**config.mk**
```make
export PLATFORM = sky130hd
export DESIGN_NAME = retry_guard
export DESIGN_NICKNAME = d
export VERILOG_FILES = /design/src/rtl/rg_pkg.sv /design/src/rtl/rg_retry_count.sv /design/src/rtl/rg_status.sv /design/src/rtl/retry_guard.sv
export SDC_FILE = /design/constraint.sdc
export NUM_CORES = 1
export LEC_CHECK = 0
export CAP_MARGIN = 20
export CORE_UTILIZATION = 45
export DETAILED_ROUTE_END_ITERATION = 16
export GPL_ROUTABILITY_DRIVEN = 0
export HOLD_SLACK_MARGIN = 0.1
export PLACE_DENSITY = 0.81
export SETUP_SLACK_MARGIN = 0.02
export SLEW_MARGIN = 10
export SYNTH_ARGS = -nofsm -noshare
export SYNTH_HDL_FRONTEND = slang
export SYNTH_HIERARCHICAL = 1
export SYNTH_SLANG_ARGS = --single-unit
```
**constraint.sdc**
```tcl
create_clock -name clk -period 2.2 [get_ports clk]
set_input_delay 0.44 -clock clk [delete_from_list [all_inputs] [get_ports clk]]
set_output_delay 0.44 -clock clk [all_outputs]
set_load 0.01 [all_outputs]
```
**src/rtl/rg_pkg.sv**
```systemverilog
package rg_pkg;
  typedef enum logic [1:0] {
    TERM_OK     = 2'b00,
    TERM_RETRY  = 2'b01,
    TERM_MABORT = 2'b10,
    TERM_TABORT = 2'b11
  } term_e;

  localparam int FLAG_N     = 3;
  localparam int FLAG_RETRY = 0;
  localparam int FLAG_MABRT = 1;
  localparam int FLAG_TABRT = 2;
endpackage

```
**src/rtl/rg_retry_count.sv**
```systemverilog
module rg_retry_count #(
  parameter int CNT_W = 8
) (
  input  logic             clk,
  input  logic             rst_n,
  input  logic             clear,
  input  logic             step,
  input  logic [CNT_W-1:0] limit,
  output logic [CNT_W-1:0] cnt,
  output logic             exhausted
);
  function automatic logic [CNT_W-1:0] sat_inc(input logic [CNT_W-1:0] v);
    return (v == {CNT_W{1'b1}}) ? v : v + 1'b1;
  endfunction

  function automatic logic limit_reached(input logic [CNT_W-1:0] c,
                                         input logic [CNT_W-1:0] l);
    return (l != '0) && (c >= l);
  endfunction

  always_ff @(posedge clk) begin
    if (!rst_n)     cnt <= '0;
    else if (clear) cnt <= '0;
    else if (step)  cnt <= sat_inc(cnt);
  end

  assign exhausted = limit_reached(cnt, limit);
endmodule

```
**src/rtl/rg_status.sv**
```systemverilog
module rg_status #(
  parameter int N = 3
) (
  input  logic         clk,
  input  logic         rst_n,
  input  logic [N-1:0] set,
  input  logic         clr_we,
  input  logic [N-1:0] clr_mask,
  input  logic [N-1:0] en,
  output logic [N-1:0] status,
  output logic         irq
);
  for (genvar i = 0; i < N; i++) begin : g_flag
    always_ff @(posedge clk) begin
      if (!rst_n)                     status[i] <= 1'b0;
      else if (set[i])                status[i] <= 1'b1;
      else if (clr_we && clr_mask[i]) status[i] <= 1'b0;
    end
  end

  assign irq = |(status & en);
endmodule

```
**src/rtl/retry_guard.sv**
```systemverilog
module retry_guard #(
  parameter int CNT_W = 8
) (
  input  logic                  clk,
  input  logic                  rst_n,
  input  logic                  start,
  input  logic                  start_rd,
  input  logic                  att_valid,
  input  logic [1:0]            att_code,
  input  logic                  cfg_we,
  input  logic                  cfg_addr,
  input  logic [CNT_W+2:0]      cfg_wdata,
  output logic                  busy,
  output logic                  reissue,
  output logic                  abort_req,
  output logic                  xfer_err,
  output logic                  irq,
  output logic [rg_pkg::FLAG_N-1:0] status
);
  import rg_pkg::*;

  localparam int EN_LSB = CNT_W;
  localparam logic [CNT_W-1:0] LIMIT_RST = {CNT_W{1'b1}};

  logic [CNT_W-1:0]  lim_q;
  logic [FLAG_N-1:0] en_q;
  logic              txn_rd;
  logic [CNT_W-1:0]  retry_cnt;
  logic              exhausted;

  // named internal events
  logic start_acc, att_fire, is_retry;
  logic ev_retry_ok, ev_retry_err, ev_mabort, ev_tabort, ev_done, ev_end, ev_abort;

  assign start_acc    = start && !busy;
  assign att_fire     = busy && att_valid;
  assign is_retry     = att_fire && (att_code == TERM_RETRY);
  assign ev_retry_ok  = is_retry && !exhausted;
  assign ev_retry_err = is_retry && exhausted;
  assign ev_mabort    = att_fire && (att_code == TERM_MABORT);
  assign ev_tabort    = att_fire && (att_code == TERM_TABORT);
  assign ev_done      = att_fire && (att_code == TERM_OK);
  assign ev_abort     = ev_retry_err || ev_mabort || ev_tabort;
  assign ev_end       = ev_abort || ev_done;

  always_ff @(posedge clk) begin
    if (!rst_n) begin
      lim_q <= LIMIT_RST;
      en_q  <= '0;
    end else if (cfg_we && !cfg_addr) begin
      lim_q <= cfg_wdata[CNT_W-1:0];
      en_q  <= cfg_wdata[EN_LSB +: FLAG_N];
    end
  end

  always_ff @(posedge clk) begin
    if (!rst_n) begin
      busy      <= 1'b0;
      txn_rd    <= 1'b0;
      reissue   <= 1'b0;
      abort_req <= 1'b0;
      xfer_err  <= 1'b0;
    end else begin
      if (start_acc) begin
        busy   <= 1'b1;
        txn_rd <= start_rd;
      end else if (ev_end) begin
        busy   <= 1'b0;
      end
      reissue   <= ev_retry_ok;
      abort_req <= ev_retry_err;
      xfer_err  <= ev_abort && txn_rd;
    end
  end

  rg_retry_count #(.CNT_W(CNT_W)) u_cnt (
    .clk(clk), .rst_n(rst_n), .clear(start_acc), .step(ev_retry_ok),
    .limit(lim_q), .cnt(retry_cnt), .exhausted(exhausted)
  );

  logic [FLAG_N-1:0] flag_set;
  always_comb begin
    flag_set             = '0;
    flag_set[FLAG_RETRY] = ev_retry_err;
    flag_set[FLAG_MABRT] = ev_mabort;
    flag_set[FLAG_TABRT] = ev_tabort;
  end

  rg_status #(.N(FLAG_N)) u_stat (
    .clk(clk), .rst_n(rst_n), .set(flag_set),
    .clr_we(cfg_we && cfg_addr), .clr_mask(cfg_wdata[FLAG_N-1:0]),
    .en(en_q), .status(status), .irq(irq)
  );
endmodule

```
==> results_dict.tcl <==
set metrics [dict create \
    status "complete, no violations" \
    cts_inserted_buffers 3 \
    cts_sinks 27 \
    vias_per_cell 5.296 \
    r2r-start "lim_q[3]" \
    skew_ps 14.05 \
    r2r-end "u_cnt/cnt[7]" \
    layout_commonest_cell "nand2_1" \
    cp.required_ps 2450 \
    synth_cell_type_count 37 \
    met1_length_um 1303 \
    cp_top_family "compound AO/OA/AOI/OAI gates" \
    drt_iter0_markers 21 \
    fin_crit_sh_pct 95.32 \
    antenna_cells 0 \
    insertion_delay_ps 340 \
    crit_cells 10 \
    synth_seq_area_share_pct 40.49 \
    synth_top_flop_cell "dfxtp_1" \
    max_stage_delay_ps 390 \
    grt_pass1_vias 1212 \
    cp-end-kind "flop" \
    place_inst 228 \
    start_kind "flop" \
    synth_area_per_cell_um2 8.344 \
    tightest_slew_ps 362.0 \
    wirelength_um 2782 \
    synth_edf_count 0 \
    cp_num_buf_inv 1 \
    die_h_um 56.47 \
    drv_slew 0 \
    critPathSlowestCell "dfxtp_1" \
    fin_nets 232 \
    met2_length_um 1343 \
    port_buffers 27 \
    crit_fanout 4 \
    cp-startpoint "lim_q[3]" \
    syn_area_mm2 0.001335 \
    final_cell_mix "nand2_1 (28), dfxtp_1 (27), clkdlybuf4s50_1 (27)" \
    clock_path_buffers 2 \
    drv_cap 0 \
    final.min_clock_period_ps 2097 \
    ys_async_sr_fraction_pct 0 \
    drtPass1Iterations 4 \
    htreeDepth 1 \
    hold_path.class "reg -> reg" \
    reg2reg_depth 10 \
    dr_wl_met3_um 81 \
    top_layer "met4" \
    die_w_um 56.47 \
    rows 19 \
    final_cells 233 \
    coreArea_mm2 0.002781 \
    hold_viol_final 0 \
    grt.total_usage_pct 19.55 \
    ys_warn_count 6 \
    ys_seq_elements 27 \
    initial_core_util_pct 48.00 \
    p_per_area_mw_per_mm2 480.5 \
    wire_per_inst_um 11.94 \
    p_leak_nw 0.8119 \
    drcViolationCount 0 \
    rsz0062_at_grt "yes" \
    critPathArrivalTime_ps 2350 \
    antenna_found_initial 0 \
    fin_total_pwr_mw 0.8574 \
    grt_remaining_overflow 0 \
    crit_type "reg -> reg" \
    dp_hpwl_um 2175 \
    via_count 1234 \
    ir_worst_vdd_uv 425.2 \
    cts_tree "done" \
    die_area_mm2 0.003188 \
    cts_root_buffer "clkbuf_4" \
    regToRegSetupSlack_ps 100 \
    clkSlewWorstSetupHoldPaths_ps 150 \
    io_pins 28 \
    synth.net_count 189 \
    syn_inst 160 \
    relSlewSlack_pct 75.87 \
    area_growth_pct 33.65 \
    drive_gt1_share_pct 13.86 \
    setup.worst_path.end "u_cnt/cnt[7]" \
    grt_pass1_wl_um 4912 \
    ant_nets 0 \
    setup_viol 0 \
    fillers 237 \
    grt_max_degree 20 \
    fmax_ghz 0.4769 \
    cts.hold.buffers_added 0 \
    worstPathCellList "inv_1, ha_1, o21ai_0, a221o_1, a31oi_4, nor3_2, and4_4, nand3_1, mux2i_1, nor2_1" \
]
[area by class of cell]
type | instances | area [um2] | area share [%]
multi-input cells | 114 | 735.7 | 41.23
flip-flops and latches | 27 | 540.5 | 30.29
repair buffers | 42 | 382.9 | 21.46
inverters | 15 | 56.30 | 3.156
well taps | 31 | 38.79 | 2.174
clock buffers | 3 | 22.52 | 1.262
clock inverters | 1 | 7.507 | 0.4208
[synth_stat cells (2+ instances only)]
cell type	n	area [um2]
and2_1	3	18.77
nor2b_1	3	18.77
and3_1	2	12.51
dfxtp_1	27	540.5
ha_1	9	112.6
nand3_1	12	60.06
mux2i_1	5	50.05
a21boi_1	2	15.01
nor4_1	2	12.51
nor2_1	10	37.54
o21ai_1	2	10.01
o21ai_0	6	30.03
a31oi_1	4	25.02
nand2_1	28	105.1
nor3_1	4	20.02
nand2b_1	2	12.51
inv_1	15	56.30
buf_2	3	15.01
a21oi_1	3	15.01
[where the power goes]
part | total (mW) | leakage [nW] | internal [mW] | switching, mW
Sequential | 0.518 | 0.220 | 0.506 | 0.0126
Combinational | 0.116 | 0.578 | 0.0648 | 0.0508
Clock | 0.223 | 0.0139 | 0.0698 | 0.154
[routing by layer]
metal  track usage [%]  vias to the layer above
met5                 0                        -
met4             10.10                        0
met3             2.535                        4
met2             34.29                       21
met1             23.02                      574
li1                  -                      635
[worst register-to-register path: stages (launching register included)]
cell and delay, ps:
dfxtp_1 390, inv_1 70, ha_1 270, o21ai_0 70, a221o_1 380, a31oi_4 210, nor3_2 70, and4_4 200
nand3_1 110, mux2i_1 210, nor2_1 50
[flip-flops by register name, indices dropped and copies added, names as in the netlist]
register	count
lim_q	8
u_cnt/cnt	8
en_q	3
u_stat/status	3
abort_req	1
busy	1
reissue	1
txn_rd	1
xfer_err	1
[how the worst min path moves through the flow]
stage | to | cells past startpoint | start | slack, ps
4_1_cts | xfer_err | 2 | txn_rd | 460
2_1_floorplan | xfer_err | 2 | txn_rd | 420
3_5_place_dp | xfer_err | 2 | txn_rd | 440
3_3_place_gp | xfer_err | 2 | txn_rd | 440
5_1_grt | xfer_err | 2 | txn_rd | 460
6_report | xfer_err | 2 | txn_rd | 460
[logic make-up after synthesis]
logic type / count (synthesis) / synth area share (%)
DFF: 27 / 40.49
and+or+nand+nor: 73 / 27.65
AOI/OAI and AO/OA: 25 / 12.46
adders and majority gates: 9 / 8.435
buffers and inverters: 19 / 5.904
xor gates and xnor gates: 2 / 1.312
muxes: 5 / 3.749
[repair_timing]
action,in CTS,in global routing
endpoints found under the setup margin,2,5
resized for setup,0,3
hold endpoints to repair,0,0
gates cloned,0,0
buffers inserted,1,0
pin swaps,1,0
[stage by stage]
stage	setup WS (ps)	util (%)	cell area, um2	hold slack, ps	TNS, ps
finish	102.9	64.15	1784	455.5	0
detailed placement	-64.96	62.08	1727	438.4	-115.6
global placement	62.23	62.08	1727	435.3	0
global route	17.56	64.15	1784	463.5	0
CTS	64.36	63.43	1764	458.3	0
floorplan	94.33	-	1335	419.4	0
Power figures use the tool's default switching activity.
